[src/rtl/pcu_pkg.sv]
package pcu_pkg;
  localparam int XLEN    = 32;
  localparam int OP_W    = 6;
  localparam int IMM_W   = 16;
  localparam int IDX_W   = 26;
  localparam int REG_W   = 5;
  localparam int INSN_B  = 4;
  localparam int SHIFT_W = 2;
  localparam int REGION_W = XLEN - IDX_W - SHIFT_W;

  localparam logic [OP_W-1:0] OPC_JMP  = 6'd2;
  localparam logic [OP_W-1:0] OPC_JAL  = 6'd3;
  localparam logic [OP_W-1:0] OPC_BEQ  = 6'd4;
  localparam logic [OP_W-1:0] OPC_BNE  = 6'd5;

  // Sign-extend a word offset and turn it into a byte offset.
  function automatic logic [XLEN-1:0] word_offset(input logic [IMM_W-1:0] imm);
    return {{(XLEN-IMM_W-SHIFT_W){imm[IMM_W-1]}}, imm, {SHIFT_W{1'b0}}};
  endfunction

  // Keep the region bits of the sequential address, splice in the word index.
  function automatic logic [XLEN-1:0] region_splice(input logic [XLEN-1:0] seq,
                                                    input logic [IDX_W-1:0] idx);
    return {seq[XLEN-1 -: REGION_W], idx, {SHIFT_W{1'b0}}};
  endfunction
endpackage

[src/rtl/pcu_targets.sv]
module pcu_targets
  import pcu_pkg::*;
(
  input  logic [XLEN-1:0]  dec_pc,
  input  logic [IDX_W-1:0] field,
  output logic [XLEN-1:0]  br_tgt,
  output logic [XLEN-1:0]  jmp_tgt,
  output logic [XLEN-1:0]  ret_addr
);
  logic [XLEN-1:0] seq_pc;

  always_comb begin
    seq_pc   = dec_pc + XLEN'(INSN_B);
    br_tgt   = seq_pc + word_offset(field[IMM_W-1:0]);
    jmp_tgt  = region_splice(seq_pc, field);
    ret_addr = seq_pc + XLEN'(INSN_B);
  end
endmodule

[src/rtl/pcu_decide.sv]
module pcu_decide
  import pcu_pkg::*;
(
  input  logic [OP_W-1:0] opcode,
  input  logic [XLEN-1:0] src_a,
  input  logic [XLEN-1:0] src_b,
  input  logic [XLEN-1:0] fetch_pc,
  input  logic [XLEN-1:0] br_tgt,
  input  logic [XLEN-1:0] jmp_tgt,
  output logic [XLEN-1:0] next_pc,
  output logic            redirect,
  output logic            is_call
);
  logic is_beq, is_bne, is_jmp, same, br_take;

  always_comb begin
    is_beq  = (opcode == OPC_BEQ);
    is_bne  = (opcode == OPC_BNE);
    is_call = (opcode == OPC_JAL);
    is_jmp  = (opcode == OPC_JMP) || is_call;
    same    = (src_a == src_b);
    br_take = (is_beq && same) || (is_bne && !same);
    redirect = br_take || is_jmp;
    if (is_jmp)       next_pc = jmp_tgt;
    else if (br_take) next_pc = br_tgt;
    else              next_pc = fetch_pc + XLEN'(INSN_B);
  end
endmodule

[src/rtl/pcu_pipe_regs.sv]
module pcu_pipe_regs
  import pcu_pkg::*;
#(
  parameter logic [XLEN-1:0] RESET_PC = 32'h0040_0000
) (
  input  logic            clk,
  input  logic            rst_n,
  input  logic            stall,
  input  logic            redirect,
  input  logic [XLEN-1:0] next_pc,
  input  logic [XLEN-1:0] fetch_word,
  output logic [XLEN-1:0] fetch_pc,
  output logic [XLEN-1:0] dec_word,
  output logic [XLEN-1:0] dec_pc
);
  always_ff @(posedge clk) begin
    if (!rst_n) begin
      fetch_pc <= RESET_PC;
      dec_word <= '0;
      dec_pc   <= '0;
    end else if (!stall) begin
      fetch_pc <= next_pc;
      dec_pc   <= fetch_pc;
      dec_word <= redirect ? '0 : fetch_word;
    end
  end
endmodule

[src/rtl/pc_redirect_unit.sv]
module pc_redirect_unit
  import pcu_pkg::*;
#(
  parameter logic [XLEN-1:0]  RESET_PC = 32'h0040_0000,
  parameter logic [REG_W-1:0] LINK_IDX = 5'd31
) (
  input  logic             clk,
  input  logic             rst_n,
  input  logic             stall,
  input  logic [XLEN-1:0]  fetch_word,
  input  logic [XLEN-1:0]  src_a,
  input  logic [XLEN-1:0]  src_b,
  output logic [XLEN-1:0]  fetch_pc,
  output logic [XLEN-1:0]  dec_word,
  output logic [XLEN-1:0]  dec_pc,
  output logic [XLEN-1:0]  next_pc,
  output logic             redirect,
  output logic             squash,
  output logic             link_en,
  output logic [XLEN-1:0]  link_addr,
  output logic [REG_W-1:0] link_reg
);
  logic [XLEN-1:0] br_tgt_w, jmp_tgt_w;

  pcu_pipe_regs #(.RESET_PC(RESET_PC)) u_regs (
    .clk(clk), .rst_n(rst_n), .stall(stall), .redirect(redirect),
    .next_pc(next_pc), .fetch_word(fetch_word),
    .fetch_pc(fetch_pc), .dec_word(dec_word), .dec_pc(dec_pc)
  );

  pcu_targets u_tgt (
    .dec_pc(dec_pc), .field(dec_word[IDX_W-1:0]),
    .br_tgt(br_tgt_w), .jmp_tgt(jmp_tgt_w), .ret_addr(link_addr)
  );

  pcu_decide u_dec (
    .opcode(dec_word[XLEN-1 -: OP_W]), .src_a(src_a), .src_b(src_b),
    .fetch_pc(fetch_pc), .br_tgt(br_tgt_w), .jmp_tgt(jmp_tgt_w),
    .next_pc(next_pc), .redirect(redirect), .is_call(link_en)
  );

  assign squash   = redirect;
  assign link_reg = LINK_IDX;

  assert_stall_hold_R10: assert property (@(posedge clk) disable iff (!rst_n)
    stall |=> (fetch_pc == $past(fetch_pc)) && (dec_word == $past(dec_word)));

  assert_squash_nop_R9: assert property (@(posedge clk) disable iff (!rst_n)
    (redirect && !stall) |=> (dec_word == '0));

  assert_seq_fetch_R8: assert property (@(posedge clk) disable iff (!rst_n)
    (!redirect && !stall) |=> (fetch_pc == $past(fetch_pc) + XLEN'(INSN_B)));

  assert_decode_follows_R8: assert property (@(posedge clk) disable iff (!rst_n)
    !stall |=> (dec_pc == $past(fetch_pc)));

  assert_call_redirects_R7: assert property (@(posedge clk) disable iff (!rst_n)
    link_en |-> redirect);
endmodule

[config.mk]
export PLATFORM = sky130hd
export DESIGN_NAME = pc_redirect_unit
export DESIGN_NICKNAME = d
export VERILOG_FILES = /design/src/rtl/pcu_pkg.sv /design/src/rtl/pcu_targets.sv /design/src/rtl/pcu_decide.sv /design/src/rtl/pcu_pipe_regs.sv /design/src/rtl/pc_redirect_unit.sv
export SDC_FILE = /design/constraint.sdc
export NUM_CORES = 1
export LEC_CHECK = 0
export CORE_ASPECT_RATIO = 0.9
export CORE_MARGIN = 8
export CORE_UTILIZATION = 44
export DETAILED_ROUTE_END_ITERATION = 10
export PLACE_DENSITY_LB_ADDON = 0.2
export REMOVE_ABC_BUFFERS = 1
export SKIP_CTS_REPAIR_TIMING = 1
export SLEW_MARGIN = 10
export SYNTH_ARGS = -nofsm -noshare
export SYNTH_HDL_FRONTEND = slang
export SYNTH_SLANG_ARGS = --single-unit
[constraint.sdc]
create_clock -name clk -period 4.4 [get_ports clk]
set_clock_uncertainty 0.2 [all_clocks]
set_input_delay 0.66 -clock clk [delete_from_list [all_inputs] [get_ports clk]]
set_output_delay 0.66 -clock clk [all_outputs]
set_load 0.02 [all_outputs]
==> impl_results.md, run 1 <==
* TritonRoute pass-1 iters at 5
* Worst slew margin at 0.4872
* DIE HEIGHT at 148.3 µm
* All-Layer GR Usage at 0.2730
* Antenna Violating Nets Remaining at 0
* Setup TNS at -2.747 ns
* Biggest area consumer among synthesized cells: dfxtp_1
* Initial Utilization at 0.4469
* CP Capture Type: primary output
* Worst VDD drop at around 0.16 mV
* Root Buffer: clkbuf_16
* Die area at around 24,000 µm²
* Period utilization at 1.087
* Worst setup SP type: flop
* Final Hold Viols at 0
* Fin area at roughly 14,000 µm²
* Critical path cell sequence: and4_4 > nand3_4 > or4_4 > xnor2_2 > inv_2 > ha_4 > a21oi_2 > o21ai_1 > a221o_1 > nor2b_4 > a211o_1 > xnor2_2 > o21a_1 > nor2_2 > buf_6
* Gate Count Post-Synth at between 1,000 and 1,500
* Port Buffers at between 200 and 300
* Placed Area at roughly 13,000 µm²
* # diodes at 0
* Starting DRT DRC Count at ~740
* First-pass GRT wire length at around 53 mm
* RSZ-0062 raised after global routing: true
* CP Max Fanout at 6
* Path depth of the worst reg2reg path at 14
* Post-synth top area share at 0.2245
* Mapped cell area at ~8600 µm²
* Crit. path cell count at 15
* EDFF count, synth at 0
* Total CTS buffers at 9
* DP Cell Count at 1,782
* I/O pin count at approximately 270
* Critical Path Most Common Cell: xnor2_2
* Via/cell ratio at between 5 and 6
* Die X at ~160 µm
* Min Tclk post-route at 4.781 ns
* Routed WL per cell at approximately 19 µm
* Critical-path top delay cell: or4_4
* Critical path arrival at between 3 and 4 ns
* Synthesized flop and latch total at 96
* Synthesis-to-layout area growth at 62.88%
* Worst slew pin tran at approximately 0.76 ns
* Residual DRC at 0
* Crit path max-delay family: simple AND/OR/NAND/NOR gates
* Maxcap violations at 0
* Final WL at 35.09 mm
* Clk Latency, worst-skew pair at roughly 0.36 ns
* Post-synthesis sequential area ratio at 0.2245
* GPL Wtd Cong at between 0.9 and 1
* Num rows at 48
* YS warnings at 0
* Largest net degree at the start of global routing at 70
* Setup violations, final at 14
* Initial antenna violation count at 0
* Hold-critical path depth at 2
* Max-slew violation count at 0
* Share of flip-flops with an asynchronous set or reset at 0
* Syn avg cell area at 7.784 µm²
* Final hold slack at 0.2893 ns
* Clock Path Buffers at 2
* Max frequency at 0.2092 GHz
* PwrDens at approximately 190 nW/µm²
* H-tree depth at 3
* Vias at between 10,000 and 15,000
* DP HPWL at 27.51 mm
* Area contributors post-synth: dfxtp_1 (22%), xnor2_1 (9.2%), mux2i_1 (5.7%), ha_1 (5.7%), nand2_1 (4.9%)
* Worst EP required at approximately 3.5 ns
* WS Path Type: reg2out
* Total gr overflow at 0
* Worst Path Buf+Inv at 2
* Hold WC Path Type: reg2reg
* Share of cells above drive strength 1 at 0.2776
* Netlist cell types at 81
* Failing checks: setup timing
* Clk pin slew, worst setup/hold paths at 0.08 ns
* Pleak at 6.269 nW
* Core Box Area at around 19,000 µm²
* NumNets Final at between 1,500 and 2,000
* Setup ws final at -0.3809 ns
* Main synth FF type: dfxtp_1
* Final std cells w/o fill at 1,810
* Status: finished with violations
* Vias in the first global route at ~9,600
* Sink Count at 96
* Largest stage delay, worst path at 0.64 ns
* CTS tree: done
* Total power at 2.688 mW
==> per-stage QoR <==
stage | worst slack [ns] | utilization
after floorplan | -1.309 | -
after global placement | -0.5657 | 0.6752
after detailed placement | -0.5992 | 0.6752
after CTS | -1.014 | 0.6902
after global routing | -0.5216 | 0.7279
final | -0.3809 | 0.7279
==> registers in the layout, summed over array words and instances (netlist names) <==
register / count
u_regs.dec_pc: 32
u_regs.dec_word: 32
u_regs.fetch_pc: 32
==> worst paths after layout <==
check	slack, ns	startpoint	to
max	-0.38	u_regs.dec_pc[7]$_SDFFE_PN0N_	next_pc[28]
min	0.29	u_regs.dec_word[23]$_SDFFE_PN0N_	u_regs.dec_word[23]$_SDFFE_PN0N_
max reg2reg	0.53	u_regs.dec_pc[7]$_SDFFE_PN0N_	u_regs.fetch_pc[25]$_SDFFE_PN0N_
min reg2reg	0.29	u_regs.dec_word[23]$_SDFFE_PN0N_	u_regs.dec_word[23]$_SDFFE_PN0N_
==> cell families after synthesis <==
| kind of cell | after synthesis | synth area share |
|---|---|---|
| other cells | 1 | 0.0004380 |
| xor+xnor | 127 | 0.1299 |
| mux | 52 | 0.06123 |
| compound gates | 253 | 0.2042 |
| flops | 96 | 0.2245 |
| buf+inv | 107 | 0.06182 |
| fa+ha+maj | 40 | 0.05933 |
| simple gates | 424 | 0.2587 |
==> where the power goes <==
part,total [mW],switching [mW],internal [mW],leakage [nW]
clock,0.800,0.391,0.410,0.142
combinational,0.916,0.457,0.459,5.34
sequential,0.972,0.0613,0.910,0.789
==> cell usage after synthesis, types with 10 or more instances <==
cell type / number
a21boi_0: 34
a21o_1: 21
a21oi_1: 50
a31oi_1: 10
and3_1: 17
clkbuf_1: 46
dfxtp_1: 96
ha_1: 39
inv_1: 33
mux2i_1: 49
nand2_1: 111
nand3_1: 71
nand4_1: 24
nor2_1: 73
nor2b_1: 38
nor3_1: 23
o21ai_0: 39
o21ba_2: 10
o31ai_1: 13
xnor2_1: 90
xor2_1: 37
==> layout make-up <==
cell class                 count  area (µm²)
clock buffer                  11       242.7
clock inverter                 5       43.79
fill                        1550        5213
inverter                      33       123.9
multi-input combinational    901        6765
sequential                    96        1936
tap                          250       312.8
timing repair buffer         514        4522
==> worst register-to-register path: stages, from the launching register on <==
cell and delay (ns):
dfxtp_2 0.33, and4_4 0.30, nand3_4 0.12, or4_4 0.64, xnor2_2 0.23, inv_2 0.08
ha_1 0.35, inv_2 0.12, o21bai_1 0.08, a21o_1 0.24, buf_4 0.15, or3_1 0.31
a41o_1 0.24, a22o_1 0.20, o21ba_2 0.19
==> layout by cell type (no fill, tap or decap), drive strengths merged, types with 18 or more instances in the layout <==
cell,n
a21boi,37
a21o,21
a21oi,50
and3,18
buf,273
clkdlybuf4s50,222
dfxtp,96
ha,39
inv,36
mux2i,49
nand2,111
nand3,72
nand4,27
nor2,73
nor2b,38
nor3,25
o21ai,40
xnor2,90
xor2,37
==> metal layers <==
layer / global-route usage / share of wire / vias to the layer above
li1: - / - / 4834
met4: 0.07149 / 0.015 / 0
met3: 0.06438 / 0.084 / 40
met5: 0 / 0 / -
met1: 0.3765 / 0.45 / 4764
met2: 0.4179 / 0.45 / 429
No activity file was read; power rests on OpenSTA's default activity.
==> run 2, diff against run 1 <==
MAX_ROUTING_LAYER = met4   (was not set)
SLEW_MARGIN = not set   (was 10)
==> run 2 against run 1 <==
- the run still ends with setup timing left
- clock-buffer cell count is 2 lower
- cell area is 2.8% higher
- final cell count hardly changed
- sequential share of layout area is 0.34 points lower
- critical path type unchanged
- highest routed layer unchanged
- die area stayed put
- critical endpoint is now next_pc[24]
==> impl_results.md, run 2 (synthesis results as in run 1) <==
* Sink Count at 96
* Final hold slack at roughly 0.3 ns
* CP Max Fanout at 6
* Largest net degree at the start of global routing at 97
* Hold_sp: u_regs.dec_word[31]$_SDFFE_PN0N_
* Fillers at 1,462
* DP Cell Count at roughly 1,800
* # diodes at 0
* Commonest non-fill, non-tap cells in the layout: buf_4 (256), clkdlybuf4s50_1 (220), nand2_1 (101), dfxtp_1 (84), xnor2_1 (81)
* Total gr overflow at 0
* Worst slew margin at 0.4099
* TritonRoute pass-1 iters at 5
* Placed Area at about 13,000 µm²
* Antenna Violating Nets Remaining at 0
* First-pass GRT wire length at around 53 mm
* DP HPWL at approximately 27 mm
* Share of cells above drive strength 1 at 0.3037
* Worst setup SP type: flop
* RSZ-0062 raised after global routing: true
* PwrDens at 188.5 nW/µm²
* Critical path arrival at 3.89 ns
* Final Hold Viols at 0
* Synthesis-to-layout area growth at 67.51%
* GPL Wtd Cong at between 0.9 and 1
* Failing checks: setup timing
* Port Buffers at 261
* Vias at a little over 10,000
* Crit path from: u_regs.dec_pc[7]$_SDFFE_PN0N_
* Clk pin slew, worst setup/hold paths at approximately 0.080 ns
* Largest regs: u_regs.dec_pc (32), u_regs.dec_word (32), u_regs.fetch_pc (32)
* Pleak at around 6.4 nW
* Max frequency at 0.2103 GHz
* Maxcap violations at 0
* Root Buffer: clkbuf_16
* Net Switching at slightly above 0.9 mW
* Clock Path Buffers at 2
* Most common cell after layout, fill and taps aside: buf_4
* WS Path Type: reg2out
* Footprint of the multi-input gates at about 7100 µm²
* Hold WC Path Type: reg2reg
* Pint at 1.781 mW
* Core Box Area at around 19,000 µm²
* Worst EP required at between 3 and 4 ns
* Routed WL per cell at 19.85 µm
* Final std cells w/o fill at approximately 1,800
* Initial Utilization at 0.4469
* All-Layer GR Usage at 0.2817
* Status: finished with violations
* Min Tclk post-route at about 4.8 ns
* RR Startpoint: u_regs.dec_pc[7]$_SDFFE_PN0N_
* Vias in the first global route at ~9,700
* DIE HEIGHT at about 150 µm
* I/O pin count at around 270
* Pre-CTS setup slack at -0.6968 ns
* Final WL at 35.96 mm
* Clk Latency, worst-skew pair at 0.36 ns
* Worst VDD drop at 0.1624 mV
* Worst slew pin tran at 0.8852 ns
* Period utilization at 1.081
* CTS tree: done
* Total CTS buffers at 9
* H-tree depth at 3
* NumNets Final at 1,695
* Final core occ at 0.7486
* Switching Share at 0.3413
* Sequential share of power at 0.360
* Fin area at between 10,000 and 15,000 µm²
* Die area at 24,180 µm²
* Combinational share of power at 0.348
* Clock network power share at 0.292
* Max-slew violation count at 0
* Initial antenna violation count at 0
* Storage cell area at 1942 µm²
* Num rows at between 40 and 50
* Setup ws final at -0.3546 ns
* Starting DRT DRC Count at between 800 and 900
* Setup TNS at -2.208 ns
* Setup violations, final at 16
* CP Capture Type: primary output
* Die X at ~160 µm
* Total power at approximately 2.7 mW
* Via/cell ratio at roughly 5.6
* Residual DRC at 0
## run 2: changes by cell type in the layout (fill, tap and decap cells not counted), moves of 4 or more
cell / delta
dfxtp_1: -5
ha_4: +4
ha_1: -6
buf_4: -5
dfxtp_2: +5
buf_6: +11
o21ai_1: +6
o21ai_0: -7
## run 2: layer usage
metal	up-vias	share of wire	GRT usage	wire length (µm)
li1	4832	-	-	-
met1	4843	0.44	0.3757	15870
met2	466	0.45	0.4274	16340
met3	47	0.088	0.06549	3170
met4	0	0.016	0.05912	580
met5	-	0	-	0
## run 2: layout make-up
class	instances	share of cell area
inverters	33	0.008636
flip-flops and latches	96	0.1354
clock inverters	7	0.004275
clock buffers	9	0.01570
multi-input cells	901	0.4950
repair buffers	515	0.3192
well taps	250	0.02181
## run 2: path summary, 6_finish.rpt
path | depth (start not counted) | endpoint | slack [ns]
setup / recovery | 15 | next_pc[24] | -0.35
hold / removal | 2 | u_regs.dec_word[31]$_SDFFE_PN0N_ | 0.30
setup reg to reg | 16 | u_regs.fetch_pc[27]$_SDFFE_PN0N_ | 0.54
hold reg to reg | 2 | u_regs.dec_word[31]$_SDFFE_PN0N_ | 0.30
## run 2: critical path, stage by stage (launching register included)
cell and delay, ns:
dfxtp_2 0.33, and4_4 0.29, nand3_4 0.13, or4_4 0.59, nand2_4 0.12, ha_4 0.17, buf_6 0.11, nand4_1 0.15
buf_4 0.18, o41ai_4 0.35, a211oi_2 0.13, o31ai_2 0.28, buf_4 0.17, mux2i_4 0.25, and2_4 0.18, buf_6 0.11
## run 2: power by group through the flow
stage	combinational (mW)	sequential, mW	clock [mW]
floorplan	0.324	1.03	0
global placement	0.865	0.987	0
detailed placement	0.873	0.988	0
CTS	0.877	0.969	0.799
global route	1.00	0.979	0.833
finish	0.940	0.974	0.790
==> run 3, diff against run 2 <==
CORE_UTILIZATION = 52   (was 44)
CTS_CLUSTER_SIZE = 16   (was not set)
clock period = 5.6 ns   (was 4.4 ns; I/O delays follow)
==> run 3 against run 2 <==
- the run now ends clean
- final cell count is 14% lower
- combinational power is 36% lower
- clock power is 21% lower
- sequential power is 21% lower
- highest routed layer unchanged
==> impl_results.md, run 3 (synthesis results as in run 1) <==
* Most common cell after layout, fill and taps aside: clkdlybuf4s50_1
* DIE HEIGHT at approximately 140 µm
* Worst setup SP type: primary input
* Core Box Area at around 16,000 µm²
* Status: completed
* Largest regs: u_regs.dec_pc (32), u_regs.dec_word (32), u_regs.fetch_pc (32)
* I/O pin count at between 200 and 300
* Die X at roughly 150 µm
* Clk Latency, worst-skew pair at between 0.3 and 0.4 ns
* TritonRoute pass-1 iters at 6
* Setup ws final at 0.1976 ns
* Port Buffers at 261
* Hold_sp: u_regs.dec_word[24]$_SDFFE_PN0N_
* Crit path max-delay family: buffers and inverters
* Final WL at 30.86 mm
* Worst VDD drop at between 0.1 and 0.15 mV
* Worst EP required at ~4.6 ns
* CP Max Fanout at 21
* DP Cell Count at approximately 1,500
* Path depth of the worst reg2reg path at 14
* Pleak at around 5 nW
* All-Layer GR Usage at 0.2982
* Min Tclk post-route at about 5.4 ns
* Sink Count at 96
* PwrDens at between 150 and 200 nW/µm²
* Final Hold Viols at 0
* Placed Area at 11,340 µm²
* Maxcap violations at 0
* Initial Utilization at 0.5308
* Clock Path Buffers at 2
* Hold-critical path depth at 2
* Critical-path top delay cell: clkdlybuf4s50_1
* Total power at approximately 2 mW
* Crit. path cell count at 10
* Setup violations, final at 0
* Share of cells above drive strength 1 at 0.08024
* Worst slew pin tran at around 0.83 ns
* Routed WL per cell at about 20 µm
* Clk pin slew, worst setup/hold paths at about 0.080 ns
* Crit path from: src_b[9]
* Final hold slack at 0.2982 ns
* Die area at around 21,000 µm²
* GPL Wtd Cong at 0.9693
* Critical path cell sequence: clkdlybuf4s50_1 > xnor2_1 > nand4_1 > nor4_1 > a31oi_1 > nor2_4 > buf_4 > mux2i_1 > o21ai_0 > clkdlybuf4s50_1
* Final std cells w/o fill at 1,553
* Total gr overflow at 0
* First-pass GRT wire length at approximately 47 mm
* Pre-CTS setup slack at roughly 0.16 ns
* Largest stage delay, worst path at between 0.6 and 0.7 ns
* H-tree depth at 3
* Antenna Violating Nets Remaining at 0
* WS Path Type: in2out
* # diodes at 0
* Largest net degree at the start of global routing at 63
* Vias in the first global route at between 8,000 and 9,000
* Fillers at 1,282
* Critical Path Most Common Cell: clkdlybuf4s50_1
* DP HPWL at ~24 mm
* Root Buffer: clkbuf_16
* Starting DRT DRC Count at between 800 and 900
* Fin area at around 12,000 µm²
* Worst slew margin at 0.4424
* Initial antenna violation count at 0
* Worst Path Buf+Inv at 3
* Max-slew violation count at 0
* CTS tree: done
* Commonest non-fill, non-tap cells in the layout: clkdlybuf4s50_1 (250), nand2_1 (110), dfxtp_1 (92), xnor2_1 (88), nor2_1 (72)
* Via/cell ratio at between 5 and 6
* NumNets Final at about 1,500
* Period utilization at 0.9647
* Critical path arrival at roughly 4.4 ns
* Total CTS buffers at 9
* Vias at just over 9,000
* Synthesis-to-layout area growth at 37.34%
* Max frequency at between 0.15 and 0.2 GHz
* CP Capture Type: primary output
* Residual DRC at 0
* RR Startpoint: u_regs.dec_pc[7]$_SDFFE_PN0N_
* Num rows at between 40 and 50
* Hold WC Path Type: reg2reg
[run 3: changes by cell type in the layout (fill, tap and decap cells not counted), moves of 15 or more]
| cell | before | now |
|---|---|---|
| a21oi_1 | 33 | 49 |
| buf_4 | 256 | 39 |
| buf_6 | 15 | 0 |
| clkdlybuf4s50_1 | 220 | 250 |
| ha_1 | 19 | 37 |
| ha_4 | 18 | 0 |
[run 3: worst reg2reg max path, stage by stage (launching register included)]
cell and delay, ns:
dfxtp_2 0.38, and4_4 0.31, nand3_4 0.11, or4_4 0.63, nor2_1 0.16, xnor2_1 0.21
inv_1 0.13, ha_1 0.33, and2_1 0.16, a221o_1 0.34, nor2b_1 0.14, a211o_1 0.28
xnor2_1 0.14, o21a_1 0.19, o31ai_1 0.22
[run 3: report_power, final]
group | total (mW) | leakage (nW) | internal [mW] | switching [mW]
clock | 0.628 | 0.142 | 0.315 | 0.312
combinational | 0.604 | 4.06 | 0.293 | 0.310
sequential | 0.772 | 0.787 | 0.716 | 0.0566
[run 3: path summary, 6_finish.rpt]
| kind | end | slack (ns) |
|---|---|---|
| setup reg to reg | u_regs.fetch_pc[28]$_SDFFE_PN0N_ | 1.54 |
| hold reg to reg | u_regs.dec_word[24]$_SDFFE_PN0N_ | 0.30 |
| setup / recovery | next_pc[6] | 0.20 |
| hold / removal | u_regs.dec_word[24]$_SDFFE_PN0N_ | 0.30 |
[run 3: per-stage QoR]
step	utilization	TNS (ns)
global route	0.7290	-0.002132
floorplan	-	-0.3229
detailed placement	0.7032	0
global placement	0.7032	0
CTS	0.7214	-0.7328
finish	0.7290	0
[run 3: layer usage]
layer | vias up | track usage | share of wire | routed length [µm]
met4 | 0 | 0.08896 | 0.022 | 667
met2 | 494 | 0.4366 | 0.44 | 13500
met3 | 43 | 0.06043 | 0.10 | 3144
li1 | 4416 | - | - | -
met5 | - | - | 0 | 0
met1 | 4305 | 0.4050 | 0.44 | 13550
[run 3: layout make-up]
class                           instances  area, µm²  area share
Timing Repair Buffer                  300       2933      0.2494
Clock inverter                          7      67.56    0.005746
Inverter                               33      123.9     0.01053
Sequential cell                        96       1927      0.1639
Multi-Input combinational cell        901       6223      0.5293
Tap cell                              207      259.0     0.02203
Clock buffer                            9      225.2     0.01915
